==> src/rtl/uart_rx_tag.sv <==
module uart_rx_tag #(
  parameter int DEPTH = 16
) (
  input  logic       clk,
  input  logic       rst_n,
  input  logic       os_tick,
  input  logic       rxd,
  input  logic [1:0] word_len,
  input  logic       par_en,
  input  logic [1:0] par_mode,
  input  logic [1:0] trig_sel,
  input  logic       rd_pop,
  input  logic       stat_rd,
  input  logic       fifo_clr,
  output logic [7:0] rd_data,
  output logic       data_ready,
  output logic       overrun,
  output logic       parity_err,
  output logic       framing_err,
  output logic       break_det,
  output logic       fifo_err,
  output logic [3:0] fill_level,
  output logic       trig_hit
);
  localparam int AW = $clog2(DEPTH);
  localparam int EW = 11;

  typedef enum logic [2:0] {S_IDLE, S_START, S_DATA, S_PAR, S_STOP, S_HOLD} st_t;

  st_t        st;
  logic [1:0] sync;
  logic [3:0] tcnt;
  logic [2:0] bidx;
  logic [7:0] shr;
  logic       pbit;

  wire        rx       = sync[1];
  wire  [2:0] last_bit = 3'd4 + {1'b0, word_len};
  wire        mid      = os_tick && tcnt == 4'd15;
  wire        dpar     = ^shr;

  logic par_bad;
  always_comb
    case (par_mode)
      2'b00:   par_bad = ~(dpar ^ pbit);
      2'b01:   par_bad = dpar ^ pbit;
      2'b10:   par_bad = ~pbit;
      default: par_bad = pbit;
    endcase

  wire       char_done = (st == S_STOP) && mid;
  wire       stop_bad  = ~rx;
  wire       is_brk    = stop_bad && shr == 8'd0 && !(par_en && pbit);
  wire [2:0] tags      = {is_brk, stop_bad, par_en && par_bad && !is_brk};

  always_ff @(posedge clk or negedge rst_n)
    if (!rst_n) sync <= 2'b11;
    else        sync <= {sync[0], rxd};

  always_ff @(posedge clk or negedge rst_n)
    if (!rst_n) begin
      st <= S_IDLE; tcnt <= '0; bidx <= '0; shr <= '0; pbit <= 1'b0;
    end else begin
      case (st)
        S_IDLE: if (!rx) begin st <= S_START; tcnt <= '0; end
        S_START: if (os_tick) begin
          tcnt <= tcnt + 4'd1;
          if (tcnt == 4'd7) begin
            tcnt <= '0;
            if (!rx) begin st <= S_DATA; bidx <= '0; shr <= '0; end
            else st <= S_IDLE;
          end
        end
        S_DATA: if (os_tick) begin
          tcnt <= tcnt + 4'd1;
          if (tcnt == 4'd15) begin
            shr[bidx] <= rx;
            bidx <= bidx + 3'd1;
            if (bidx == last_bit) st <= par_en ? S_PAR : S_STOP;
          end
        end
        S_PAR: begin
          if (os_tick) tcnt <= tcnt + 4'd1;
          if (mid) begin pbit <= rx; st <= S_STOP; end
        end
        S_STOP: begin
          if (os_tick) tcnt <= tcnt + 4'd1;
          if (mid) begin
            if (rx)          st <= S_IDLE;
            else if (is_brk) st <= S_HOLD;
            else begin st <= S_DATA; bidx <= '0; shr <= '0; end
          end
        end
        default: if (rx) st <= S_IDLE;
      endcase
    end

  logic [EW-1:0] mem [DEPTH];
  logic [AW-1:0] wp, rp;
  logic [AW:0]   cnt, ecnt;
  logic          fresh;

  wire          full     = cnt == (AW+1)'(DEPTH);
  wire          empty    = cnt == '0;
  wire          push     = char_done && !full;
  wire          pop      = rd_pop && !empty;
  wire [EW-1:0] head     = mem[rp];
  wire          head_err = |head[10:8];

  always_ff @(posedge clk)
    if (push) mem[wp] <= {tags, shr};

  always_ff @(posedge clk or negedge rst_n)
    if (!rst_n) begin
      wp <= '0; rp <= '0; cnt <= '0; ecnt <= '0; fresh <= 1'b0;
    end else if (fifo_clr) begin
      wp <= '0; rp <= '0; cnt <= '0; ecnt <= '0; fresh <= 1'b0;
    end else begin
      wp    <= wp + AW'(push);
      rp    <= rp + AW'(pop);
      cnt   <= cnt + (AW+1)'(push) - (AW+1)'(pop);
      ecnt  <= ecnt + (AW+1)'(push && |tags) - (AW+1)'(pop && head_err);
      fresh <= (push && (empty || (cnt == (AW+1)'(1) && pop))) || (pop && cnt > (AW+1)'(1));
    end

  always_ff @(posedge clk or negedge rst_n)
    if (!rst_n) begin
      overrun <= 1'b0; parity_err <= 1'b0; framing_err <= 1'b0;
      break_det <= 1'b0; fifo_err <= 1'b0;
    end else begin
      overrun     <= (char_done && full) || (overrun && !stat_rd);
      parity_err  <= (fresh && head[8])  || (parity_err && !stat_rd);
      framing_err <= (fresh && head[9])  || (framing_err && !stat_rd);
      break_det   <= (fresh && head[10]) || (break_det && !stat_rd);
      fifo_err    <= !fifo_clr && ((fresh && head_err) || (fifo_err && !(stat_rd && ecnt == '0)));
    end

  logic [AW:0] thr;
  always_comb
    case (trig_sel)
      2'b00:   thr = (AW+1)'(1);
      2'b01:   thr = (AW+1)'(4);
      2'b10:   thr = (AW+1)'(8);
      default: thr = (AW+1)'(14);
    endcase

  assign rd_data    = head[7:0];
  assign data_ready = !empty;
  assign fill_level = (cnt > (AW+1)'(15)) ? 4'd15 : cnt[3:0];
  assign trig_hit   = cnt >= thr;
endmodule

==> config.mk <==
export PLATFORM = sky130hd
export DESIGN_NAME = uart_rx_tag
export DESIGN_NICKNAME = d
export VERILOG_FILES = /design/src/rtl/uart_rx_tag.sv
export SDC_FILE = /design/constraint.sdc
export NUM_CORES = 1
export LEC_CHECK = 0
export ABC_AREA = 1
export BUFFER_PORTS_ARGS = -buffer_cell sky130_fd_sc_hd__buf_2
export CORE_UTILIZATION = 45
export CTS_BUF_LIST = sky130_fd_sc_hd__clkbuf_8
export DETAILED_ROUTE_END_ITERATION = 10
export SLEW_MARGIN = 5
export SYNTH_ARGS = -nofsm -noshare
export SYNTH_HDL_FRONTEND = slang
export SYNTH_SLANG_ARGS = --single-unit
export TNS_END_PERCENT = 5
==> constraint.sdc <==
create_clock -name clk -period 6.7 [get_ports clk]
set_clock_uncertainty 0.1 [all_clocks]
set_input_delay 0.67 -clock clk [delete_from_list [all_inputs] [get_ports clk]]
set_output_delay 0.67 -clock clk [all_outputs]
set_load 0.1 [all_outputs]
======== Word level (Yosys, flattened, before mapping) ========
Memories as Yosys holds them, arrays and structs flattened.
Index checks and enable logic that the tools add are counted.
operators by class
  reductions and logical operators ........ 58
  mux-type cells .......................... 50
  add/sub/neg operators ................... 9
  bitwise operators ....................... 4
  equality and inequality tests ........... 25
  magnitude comparators ................... 5
operators with widths
  cell                                           count
  2-to-1 mux 8 bit                               8
  2-to-1 mux 3 bit                               20
  2-to-1 mux 4 bit                               7
  logical AND 1 bit                              27
  case mux 4 bit (3 select lines)                2
  case mux 8 bit (3 select lines)                1
  inequality test 2 bit, second input constant   11
  AND reduction 9 bit                            2
  case mux 3 bit (5 select lines)                1
  adder 5 x 1 -> 5 bit                           2
  logical NOT 5 bit                              2
  2-to-1 mux 5 bit                               2
  subtractor 5 x 1 -> 5 bit                      2
  case mux 3 bit (3 select lines)                1
  OR reduction 3 bit                             3
  adder 4 x 1 -> 4 bit                           2
  bitwise mux 8 bit                              1
  logical NOT 8 bit                              1
  parity 8 bit                                   1
  logical NOT 1 bit                              7
  logical OR 1 bit                               7
  == test 3 x 2 -> 1 bit, second input constant  2
  nonzero test 3 bit                             2
  nonzero test 6 bit                             1
  28 further kinds                               36
storage, ports and cells
  output and inout bits ................... 19
  bits in writable memories ............... 176
  memories kept ........................... 1
  word-level logic and storage cells ...... 168
  register bits after elaboration ......... 45
memory list
  memory  depth  bits a word  read ports  clocked after Yosys merged registers in  write ports  line  text
  mem     16     11           1           0                                        1            98    logic [EW-1:0] mem [DEPTH];

======== Longest topological paths before layout ========
Gate-level depths: netlist of the first run.
  depth in word-level cells ............... 11
  gate-level depth with buffers ........... 19

======== Worst setup path before layout of the first run ========
Ideal clock, no wire load.
  path kind ............................... register -> register
  start point ............................. register shr[2]
  end point ............................... register ecnt[4]
  path slack .............................. 3283 ps
  clock period less this slack ............ 3417 ps
  arrival ................................. 3185 ps
  stages on the path, launching flop included .. 19
  required time ........................... 6468 ps
  cells stage by stage .................... dfrtp_1 > inv_1 > ha_1 > xnor2_1 > xnor2_1 > nand2_1 > nand2_1 > nand2_1 > nor2_1 > o21ai_0 > ha_1 > inv_1 > ha_1 > inv_1 > fa_1 > nor2_1 > a211oi_1 > xor2_1 > nor2_1
between the ends
  cells in the longest elaborated chain, start to end .. 11
  elaborated cells between the ends (all ways) .. 15
RTL lines
  element                            line    text
  from (decl)                        34      logic [7:0] shr;
  from (signal, indexed assignment)  77      shr[bidx] <= rx;
  parity 8 bit                       40      wire dpar = ^shr;
  bitwise XOR 1 bit                  45, 46
  NOT 1 bit                          45      2'b00: par_bad = ~(dpar ^ pbit);
  case mux 1 bit (3 select lines)    44      case (par_mode)
  logical AND 1 bit                  54      wire [2:0] tags = {is_brk, stop_bad, par_en && par_bad && !is_brk};
  logical AND 1 bit *                54
  net tags[0]                        54
  OR reduction 3 bit *               122     ecnt <= ecnt + (AW+1)'(push && |tags) - (AW+1)'(pop && head_err);
  logical AND 1 bit *                122
  adder 5 x 1 -> 5 bit *             122
  subtractor 5 x 1 -> 5 bit *        122
  2-to-1 mux 5 bit *                 116     end else if (fifo_clr) begin
  to (signal assigned)               122
  to (decl)                          100     logic [AW:0] cnt, ecnt;
The timed path passes the listed nets; every way through them passes the cells marked *.
A chain may end at the register's enable or synchronous reset.

======== Final worst setup path of the first run ========
  start point ............................. register rp[0]
  end point ............................... output rd_data[1]
between the ends
  cells in the longest elaborated chain, start to end .. 1
RTL lines
  element                    line  text
  from (decl)                99    logic [AW-1:0] wp, rp;
  from (signal assigned)     120   rp <= rp + AW'(pop);
  memory read (16 x 11 bit)  --
  to (decl)                  15    output logic [7:0] rd_data,
No other way between the ends.

==> flow_summary_export.csv, run 1 <==
group,metric,value,unit
synth,syn-num-nets,963,
run_status,status,"complete, no violations",
global_route,grt_pass1_vias,6499,
drt,routedWlPerCell,18.4,um
power_and_ir_drop,power.density,366,nW/um^2
critical_path,start_kind,"flip-flop",
clocking,cts.sink_count,221,
floorplanning,start_util,45.8,%
layout,area_growth,11.6,%
placed_design,io_buffer_count,32,
critical_path,worst-setup-path-type,"reg -> out",
global_route,use_met1,29.5,%
global_route,met3_usage,3.83,%
global_route,grt_max_degree,93,
clocking,cts_buffers,38,
floorplanning,rows,54,
power_and_ir_drop,leakage,4.08,nW
clocking,clk_path_buf_depth,3,
sta,tightest_slew,1.01,ns
drt,vias,6779,
sta,finalHoldViolCount,0,
sta,maxClockFrequency,255,MHz
global_route,antenna_found_initial,0,
synth,syn_avg_cell_area,10.9,um^2
synth,synth_cell_types,41,
critical_path,startpoint,"rp[0]",
drt,wirelength,23400,um
sta,finalCriticalPeriod,3.93,ns
critical_path,worstSetupEndpointType,"output port",
synth,synth-seq-cells,221,
synth,synth_cells,915,
synth,async_flop_share,20.4,%
synth,ys.warnings.count,0,
clocking,cts_tree,"yes",
floorplanning,die_h,151,um
min_path,hp-class,"in -> async",
layout,num_antenna_cells,0,
synth,synth-seq-area-share,64.4,%
synth,synth_edf_count,176,
sta,finalSetupTns,0,ns
global_route,grt_busiest_layer,"met2",
floorplanning,die-area,22700,um^2
placed_design,pre_cts_ws,3.05,ns
drt,vias_per_cell,5.34,
layout,fin_nets,1009,
global_route,grt_overflow_total,0,
placed_design,finalWeightedCongestion,0.801,
drt,drtIter0Drc,604,
clocking,cts_setup_buffers,0,
drt,firstDrtPassIters,6,
power_and_ir_drop,vdd_drop_max,0.395,mV
synth,synth_top_flop_cell,"edfxtp_1",
synth,netlist_area,9960,um^2
sta,rsz0062_at_grt,"false",
clocking,htree_levels,2,
clocking,clkSlewWorstSetupHoldPaths,0.06,ns
critical_path,cp.arrival,3.16,ns
drt,drc,0,
critical_path,required,5.93,ns
sta,drv_slew,0,
sta,fin_ws,2.77,ns
global_route,grt_pass1_wl,36200,um
clocking,holdBufCountCts,0,
layout,drive_gt1_share,12.0,%
flow_run,maxCapViolations,0,
placed_design,placed_area,10400,um^2
sta,max_slew_margin,32.7,%
global_route,met2_usage,34.3,%
clocking,clock_latency,0.53,ns
critical_path,r2r_start,"rp[1]",
clocking,cts_resized,0,
clocking,root_buffer,"clkbuf_8",
placed_design,dp_hpwl,13300,um
floorplanning,die_w,151,um
drt,postRouteAntennaNets,0,
layout,final_area,11100,um^2
critical_path,cp_max_fo,44,
sta,final-setup-viol-count,0,
floorplanning,pin_count,33,
sta,fin_crit_sh,58.6,%
global_route,grt_usage,21.5,%
floorplanning,core,21800,um^2
## synthesized netlist by cell type, types with 5 or more instances
master,n,area [um^2]
a21oi_1,10,50.1
buf_2,8,40.0
clkbuf_1,30,113
dfrtp_1,43,1080
edfxtp_1,176,5290
ha_1,32,400
inv_1,92,345
nand2_1,124,465
nand3_1,61,305
nand4_1,5,31.3
nor2_1,131,492
nor3_1,7,35.0
o211ai_1,12,90.1
o21ai_0,86,430
o21ai_1,15,75.1
o221ai_1,24,210
o22ai_1,9,56.3
xnor2_1,8,70.1
xor2_1,9,78.8
## report_power, final
group          total, mW  internal (mW)  switching (mW)
sequential          1.64           1.56          0.0817
clock               1.10          0.555           0.540
combinational       1.33          0.328            1.00
## flip-flops by register name, indices dropped and copies added, names as in the netlist
register	count
ecnt	5
sync	2
shr	8
st	3
wp	4
overrun	1
mem	176
break_det	1
rp	4
cnt	5
framing_err	1
bidx	3
pbit	1
fifo_err	1
tcnt	4
fresh	1
parity_err	1
## stage by stage
step                total power, mW  hold WS [ns]  util (%)  std cells
finish                         4.07         0.134      51.1       1270
global route                   4.31         0.125      51.1       1270
floorplan                      2.72         0.245         -        915
CTS                            4.10         0.128      51.1       1270
detailed placement             3.00         0.247      48.0       1201
global placement               2.98         0.246      48.0       1201
## area by class of cell
class / count / area [um^2]
inverters: 95 / 357
well taps: 280 / 350
flip-flops and latches: 221 / 6410
repair buffers: 47 / 273
fillers: 1943 / 10600
clock buffers: 40 / 551
multi-input cells: 558 / 3050
clock inverters: 29 / 123
## placed cells by master, fill, tap and decap left out, drive strengths merged
master	Yosys	final
o21ai	103	103
a21oi	11	11
a41oi	1	1
edfxtp	176	176
o211ai	12	12
o21a	1	1
dfrtp	43	43
nor3	9	9
nand2	128	128
a31oi	3	3
a211oi	1	1
clkbuf	31	40
dfstp	2	2
nor2	132	132
nand3	61	61
nand3b	1	1
o221ai	24	24
inv	95	110
xor2	9	9
a21boi	1	1
clkinv	0	14
nor4	1	1
nor3b	2	2
nand4	5	5
or2	1	1
o22ai	9	9
xnor2	8	8
buf	10	47
ha	32	32
fa	2	2
o32ai	1	1
## routing by layer
metal | part of all wire [%] | wire length [um]
met5 | 0 | 0
met4 | 2.4 | 551
met3 | 5.2 | 1210
met2 | 47 | 11100
met1 | 45 | 10600
## critical path, stage by stage (launching register included)
cell      delay (ns)
dfrtp_2         0.40
inv_2           0.56
buf_4           0.53
o21ai_0         0.14
o221ai_1        0.26
o211ai_1        0.17
nand2_1         0.11
buf_2           0.42
## kinds of logic (layout without fill, tap and decap cells)
kind of cell,count (synthesis),count (layout),share of synthesized area [%]
compound gates,167,167,10.1
simple gates,340,340,14.4
xor+xnor,17,17,1.49
buf+inv,136,211,5.24
flops,221,221,64.4
fa+ha+maj,34,34,4.42
## path summary, 6_finish.rpt
path / slack (ns) / endpoint / cells after the start
max in group asynchronous: 5.91 / rp[0] / 2
min in group clk: 0.16 / sync[0] / 1
min reg2reg: 0.25 / sync[1] / 0
min: 0.13 / shr[7] / 2
max: 2.77 / rd_data[1] / 7
max reg2reg: 2.99 / ecnt[4] / 17
No activity file was read; power rests on OpenSTA's default activity.
==> inputs of run 2 (changes only) <==
ABC_AREA = 0   (was 1)
clock period = 3.3 ns   (was 6.7 ns; I/O delays follow)
==> flow_summary_export.csv, run 2 <==
group,metric,value,unit
synth,synth_top_area_share,54.4,%
placed_design,dp.cells,931,
synth,synth_cell_types,59,
layout,largest_reg_flops,176,
clocking,cts.sink_count,221,
critical_path,start_kind,"flip-flop",
critical_path,required,3.64,ns
synth,syn_avg_cell_area,16.3,um^2
sta,drv_slew,0,
synth,synth-seq-area-share,66.0,%
global_route,grt_pass1_wl,32600,um
synth,yosysTopAreaCell,"edfxtp_1",
placed_design,io_buffer_count,32,
floorplanning,pin_count,33,
clocking,cts_tree,"yes",
synth,synthTopCellsByArea,"edfxtp_1 (54%), dfrtp_1 (11%), mux4_2 (11%)",
sta,max_slew_margin,28.0,%
critical_path,worst-setup-path-type,"reg -> reg",
sta,timing.hold.ws,0.0100,ns
drt,routedWlPerCell,20.5,um
critical_path,worst-path-buf-inv,5,
global_route,grt_max_degree,46,
layout,area_growth,16.2,%
floorplanning,die-area,22200,um^2
critical_path,cp_max_fo,7,
floorplanning,start_util,46.1,%
layout,final_cell_mix,"edfxtp_1 (176), buf_4 (50), inv_1 (48), mux4_2 (48), nor2_1 (43)",
drt,vias,5538,
sta,fin_ws,0.0138,ns
synth,netlist_area,9720,um^2
global_route,grt_usage,19.7,%
floorplanning,die_h,149,um
sta,final-setup-viol-count,0,
layout,top_regs,"mem x176, shr x8",
layout,fin_util,53.5,%
drt,drtIter0Drc,369,
critical_path,worstPathCellList,"buf_6 > buf_4 > mux4_2 > a22oi_2 > nand3_2 > o31a_1 > ha_1 > inv_1 > ha_2 > inv_2 > fa_2 > inv_1 > a21oi_2 > nor2_1 > or3_1 > a21oi_2",
drt,postRouteAntennaNets,0,
layout,final_area,11300,um^2
clocking,clk_path_buf_depth,3,
critical_path,crit_family,"compound AO/OA/AOI/OAI gates",
clocking,clkSlewWorstSetupHoldPaths,0.06,ns
layout,layout.cells.non_filler,1000,
critical_path,cp_slowest_stage_delay,0.50,ns
global_route,antenna_found_initial,0,
layout,fin_nets,749,
synth,synth-seq-cells,221,
layout,drive_gt1_share,29.8,%
power_and_ir_drop,leakage,4.20,nW
sta,finalCriticalPeriod,3.29,ns
critical_path,slowest_stage,"mux4_2",
synth,synth_top_cells_by_count,"edfxtp_1 (176), mux4_2 (46), dfrtp_1 (43), nor2_1 (43), inv_1 (38)",
critical_path,worstSetupEndpointType,"flip-flop",
drt,drc,0,
clocking,htree_levels,2,
sta,finalHoldViolCount,0,
sta,finalSetupTns,0,ns
layout,layout_commonest_cell,"edfxtp_1",
global_route,grt_overflow_total,0,
min_path,hp-class,"in -> reg",
synth,synth_edf_count,176,
drt,firstDrtPassIters,4,
sta,rsz0062_at_grt,"true",
critical_path,cp.arrival,3.63,ns
clocking,root_buffer,"clkbuf_8",
power_and_ir_drop,power.density,838,nW/um^2
placed_design,placed_area,10500,um^2
floorplanning,die_w,149,um
layout,top_register,"mem",
synth,yosysMostFrequentCell,"edfxtp_1",
synth,async_flop_share,20.4,%
floorplanning,core,21100,um^2
sta,fin_crit_sh,99.6,%
placed_design,dp_hpwl,13400,um
global_route,grt_pass1_vias,5792,
sta,tightest_slew,1.08,ns
drt,vias_per_cell,5.54,
placed_design,pre_cts_ws,-0.0960,ns
sta,maxClockFrequency,304,MHz
flow_run,maxCapViolations,0,
floorplanning,rows,53,
clocking,cts_buffers,38,
synth,synth_cells,598,
layout,n_fill_cell,1725,
drt,wirelength,20500,um
clocking,clock_latency,0.51,ns
layout,num_antenna_cells,0,
synth,syn-num-nets,646,
synth,ys.warnings.count,0,
placed_design,finalWeightedCongestion,0.797,
power_and_ir_drop,finalPower,9.46,mW
power_and_ir_drop,vdd_drop_max,1.10,mV
run_status,status,"complete, no violations",
synth,synth_top_flop_cell,"edfxtp_1",
==> run 2: cell types whose count changed after synthesis, moves of 24 or more <==
cell / delta
nand2_1: -106
o221ai_1: -24
mux4_2: +46
nand3_1: -46
o21ai_0: -68
nor2_1: -88
inv_1: -54
==> run 2: final cells by class <==
type                            count  area [um^2]  area share (%)
Inverter                           39          146            1.30
Sequential cell                   221         6420            56.8
Tap cell                          275          344            3.05
Timing Repair Buffer               88          609            5.40
Clock buffer                       39          537            4.75
Multi-Input combinational cell    313         3080            27.3
Clock inverter                     25          156            1.39
==> run 2: per-layer routing <==
layer	vias to the layer above	GRT usage (%)	wire, um
li1	2518	-	-
met1	2862	26.5	9080
met2	122	33.0	10300
met3	36	3.00	825
met4	0	5.87	341
met5	-	0	0
==> run 2: path summary, 6_finish.rpt <==
check | start | to | slack (ns) | cells after the start
max in group asynchronous | rst_n | rp[1] | 1.91 | 2
min reg2reg | sync[0] | sync[1] | 0.25 | 0
max reg2reg | rp[0] | ecnt[4] | 0.01 | 16
min | stat_rd | framing_err | 0.01 | 2
min in group asynchronous | rst_n | cnt[3] | 0.44 | 2
max | rp[0] | ecnt[4] | 0.01 | 16
==> run 2: cells by family after synthesis <==
group,count (synthesis),synth area share [%]
buf+inv,64,2.94
mux,56,12.7
xor+xnor,17,1.53
flops,221,66.0
fa+ha+maj,34,4.53
compound gates,75,5.29
simple gates,131,6.98
==> run 2: what timing repair did <==
item,4_1_cts,5_1_grt
pin swaps,1,5
setup buffers,2,1
gates resized for setup,4,19
hold buffers,2,0
endpoints found under the setup margin,9,8
hold endpoints to repair,44,0
cloned,0,0
==> run 2: power by group <==
| part | internal (mW) | leakage, nW | total, mW | switching (mW) |
|---|---|---|---|---|
| registers | 3.44 | 2.17 | 3.64 | 0.204 |
| logic | 1.32 | 1.63 | 3.52 | 2.20 |
| clock network | 1.25 | 0.396 | 2.30 | 1.05 |
| total | 6.00 | 4.20 | 9.46 | 3.45 |
==> inputs of run 3 (changes only) <==
RECOVER_POWER = 100   (was not set)
==> flow_summary_export.csv, run 3 (synthesis results as in run 2) <==
group,metric,value,unit
clocking,htree_levels,2,
sta,rsz0062_at_grt,"true",
power_and_ir_drop,vdd_drop_max,1.10,mV
power_and_ir_drop,p_sw_share,36.7,%
critical_path,worst-setup-path-type,"reg -> reg",
clocking,clkSlewWorstSetupHoldPaths,0.06,ns
critical_path,slowest_stage,"mux4_2",
power_and_ir_drop,clockPowerShare,24.4,%
power_and_ir_drop,internal_power,5.96,mW
critical_path,cp_max_fo,7,
sta,final-setup-viol-count,0,
power_and_ir_drop,leakage,4.14,nW
clocking,cts.sink_count,221,
layout,final_cell_mix,"edfxtp_1 (176), inv_1 (48), mux4_2 (48)",
critical_path,cp.arrival,3.62,ns
global_route,grt_usage,19.7,%
sta,fin_crit_sh,99.4,%
power_and_ir_drop,finalPower,9.42,mW
layout,area_growth,15.7,%
global_route,grt_overflow_total,0,
sta,tightest_slew,1.18,ns
sta,finalCriticalPeriod,3.28,ns
critical_path,required,3.64,ns
min_path,hp-class,"in -> reg",
global_route,grt_pass1_vias,5792,
floorplanning,pin_count,33,
drt,routedWlPerCell,20.5,um
run_status,status,"complete, no violations",
placed_design,dp_hpwl,13400,um
critical_path,reg2reg_to,"ecnt[4]",
global_route,antenna_found_initial,0,
drt,postRouteAntennaNets,0,
placed_design,dp.cells,931,
sta,finalSetupTns,0,ns
clocking,clock_latency,0.51,ns
drt,drtIter0Drc,347,
drt,drc,0,
layout,final_area,11200,um^2
placed_design,placed_area,10500,um^2
power_and_ir_drop,pwr-share-seq,38.7,%
critical_path,rrSetupSlack,0.02,ns
critical_path,worst-path-buf-inv,5,
sta,maxClockFrequency,305,MHz
clocking,clk_path_buf_depth,3,
placed_design,io_buffer_count,32,
critical_path,r2r_cells,16,
drt,vias,5548,
drt,wirelength,20500,um
floorplanning,rows,53,
clocking,cts_tree,"yes",
sta,timing.hold.ws,0.0115,ns
global_route,grt_pass1_wl,32600,um
layout,top_register,"mem",
sta,max_slew_margin,21.8,%
floorplanning,die_h,149,um
layout,drive_gt1_share,27.4,%
sta,finalHoldViolCount,0,
global_route,grt_max_degree,46,
placed_design,finalWeightedCongestion,0.797,
min_path,min_to,"framing_err",
power_and_ir_drop,power.density,838,nW/um^2
layout,fin_nets,749,
floorplanning,die-area,22200,um^2
floorplanning,core,21100,um^2
critical_path,worstSetupEndpointType,"flip-flop",
critical_path,r2r_start,"rp[0]",
clocking,root_buffer,"clkbuf_8",
flow_run,maxCapViolations,0,
floorplanning,die_w,149,um
layout,num_antenna_cells,0,
power_and_ir_drop,p_sw,3.46,mW
min_path,holdPathStages,2,
clocking,cts_buffers,38,
layout,layout.cells.non_filler,1000,
critical_path,worstPathCellList,"buf_6 > buf_4 > mux4_2 > a22oi_2 > nand3_2 > o31a_1 > ha_1 > inv_1 > ha_2 > inv_2 > fa_2 > inv_1 > a21oi_2 > nor2_1 > or3_1 > a21oi_2",
critical_path,crit_family,"compound AO/OA/AOI/OAI gates",
critical_path,cp_slowest_stage_delay,0.50,ns
layout,largest_reg_flops,176,
drt,firstDrtPassIters,5,
min_path,worstHoldStart,"stat_rd",
layout,top_regs,"mem x176, shr x8",
drt,vias_per_cell,5.55,
critical_path,start_kind,"flip-flop",
power_and_ir_drop,combPwrFrac,36.8,%
layout,layout_commonest_cell,"edfxtp_1",
floorplanning,start_util,46.1,%
sta,drv_slew,0,
-- run 3: worst max path at each step --
stage               startpoint  endpoint  slack [ns]  depth (start not counted)
finish                   rp[0]   ecnt[4]        0.02                         16
global route             rp[0]   ecnt[4]       -0.12                         16
CTS                      rp[0]   ecnt[4]       -0.04                         16
detailed placement       rp[0]   ecnt[4]        -0.1                         15
global placement         rp[0]   ecnt[4]       -0.05                         14
floorplan               shr[4]   ecnt[4]        0.01                         17
-- run 3: layout make-up --
cell class / count / area (um^2)
clock buffer: 39 / 537
clock inverter: 25 / 156
fill: 1733 / 9850
inverter: 39 / 146
multi-input combinational: 313 / 3080
sequential: 221 / 6420
tap: 275 / 344
timing repair buffer: 88 / 562
-- run 3: worst reg2reg max path: stages (launching register included) --
cell and delay (ns):
dfrtp_2 0.37, buf_6 0.14, buf_4 0.11, mux4_2 0.50, a22oi_2 0.16, nand3_2 0.10, o31a_1 0.31, ha_1 0.28
inv_1 0.04, ha_2 0.17, inv_2 0.06, fa_2 0.19, inv_1 0.05, a21oi_2 0.10, nor2_1 0.05, or3_1 0.36
a21oi_2 0.12
-- run 3: routing by layer --
metal  track usage [%]  vias up  part of all wire, %
met5                 0        -                    0
met4              5.87        0                  1.6
met3              3.00       34                  4.4
met2              33.0      138                   50
met1              26.5     2857                   44
li1                  -     2519                    -
-- run 3: power by group through the flow --
stage	Sequential [mW]	Clock (mW)	Combinational (mW)
global placement	3.70	0	3.30
detailed placement	3.71	0	3.40
CTS	3.64	2.35	3.47
finish	3.65	2.30	3.47
floorplan	3.82	0	2.44
global route	3.68	2.47	3.78
-- run 3: repair_timing --
item                                    4_1_cts  5_1_grt
hold buffers                                  2        0
pin swaps                                     1        5
endpoints found under the setup margin        9        8
resized for setup                             4       19
setup buffers                                 2        1
cloned                                        0        0
endpoints found under the hold margin        44        0
-- run 3: per-stage QoR --
step	utilization [%]	setup slack (ns)
2_1_floorplan	-	0.0126
3_3_place_gp	49.7	-0.0475
3_5_place_dp	49.7	-0.0960
4_1_cts	53.2	-0.0397
5_1_grt	53.3	-0.124
6_report	53.3	0.0190
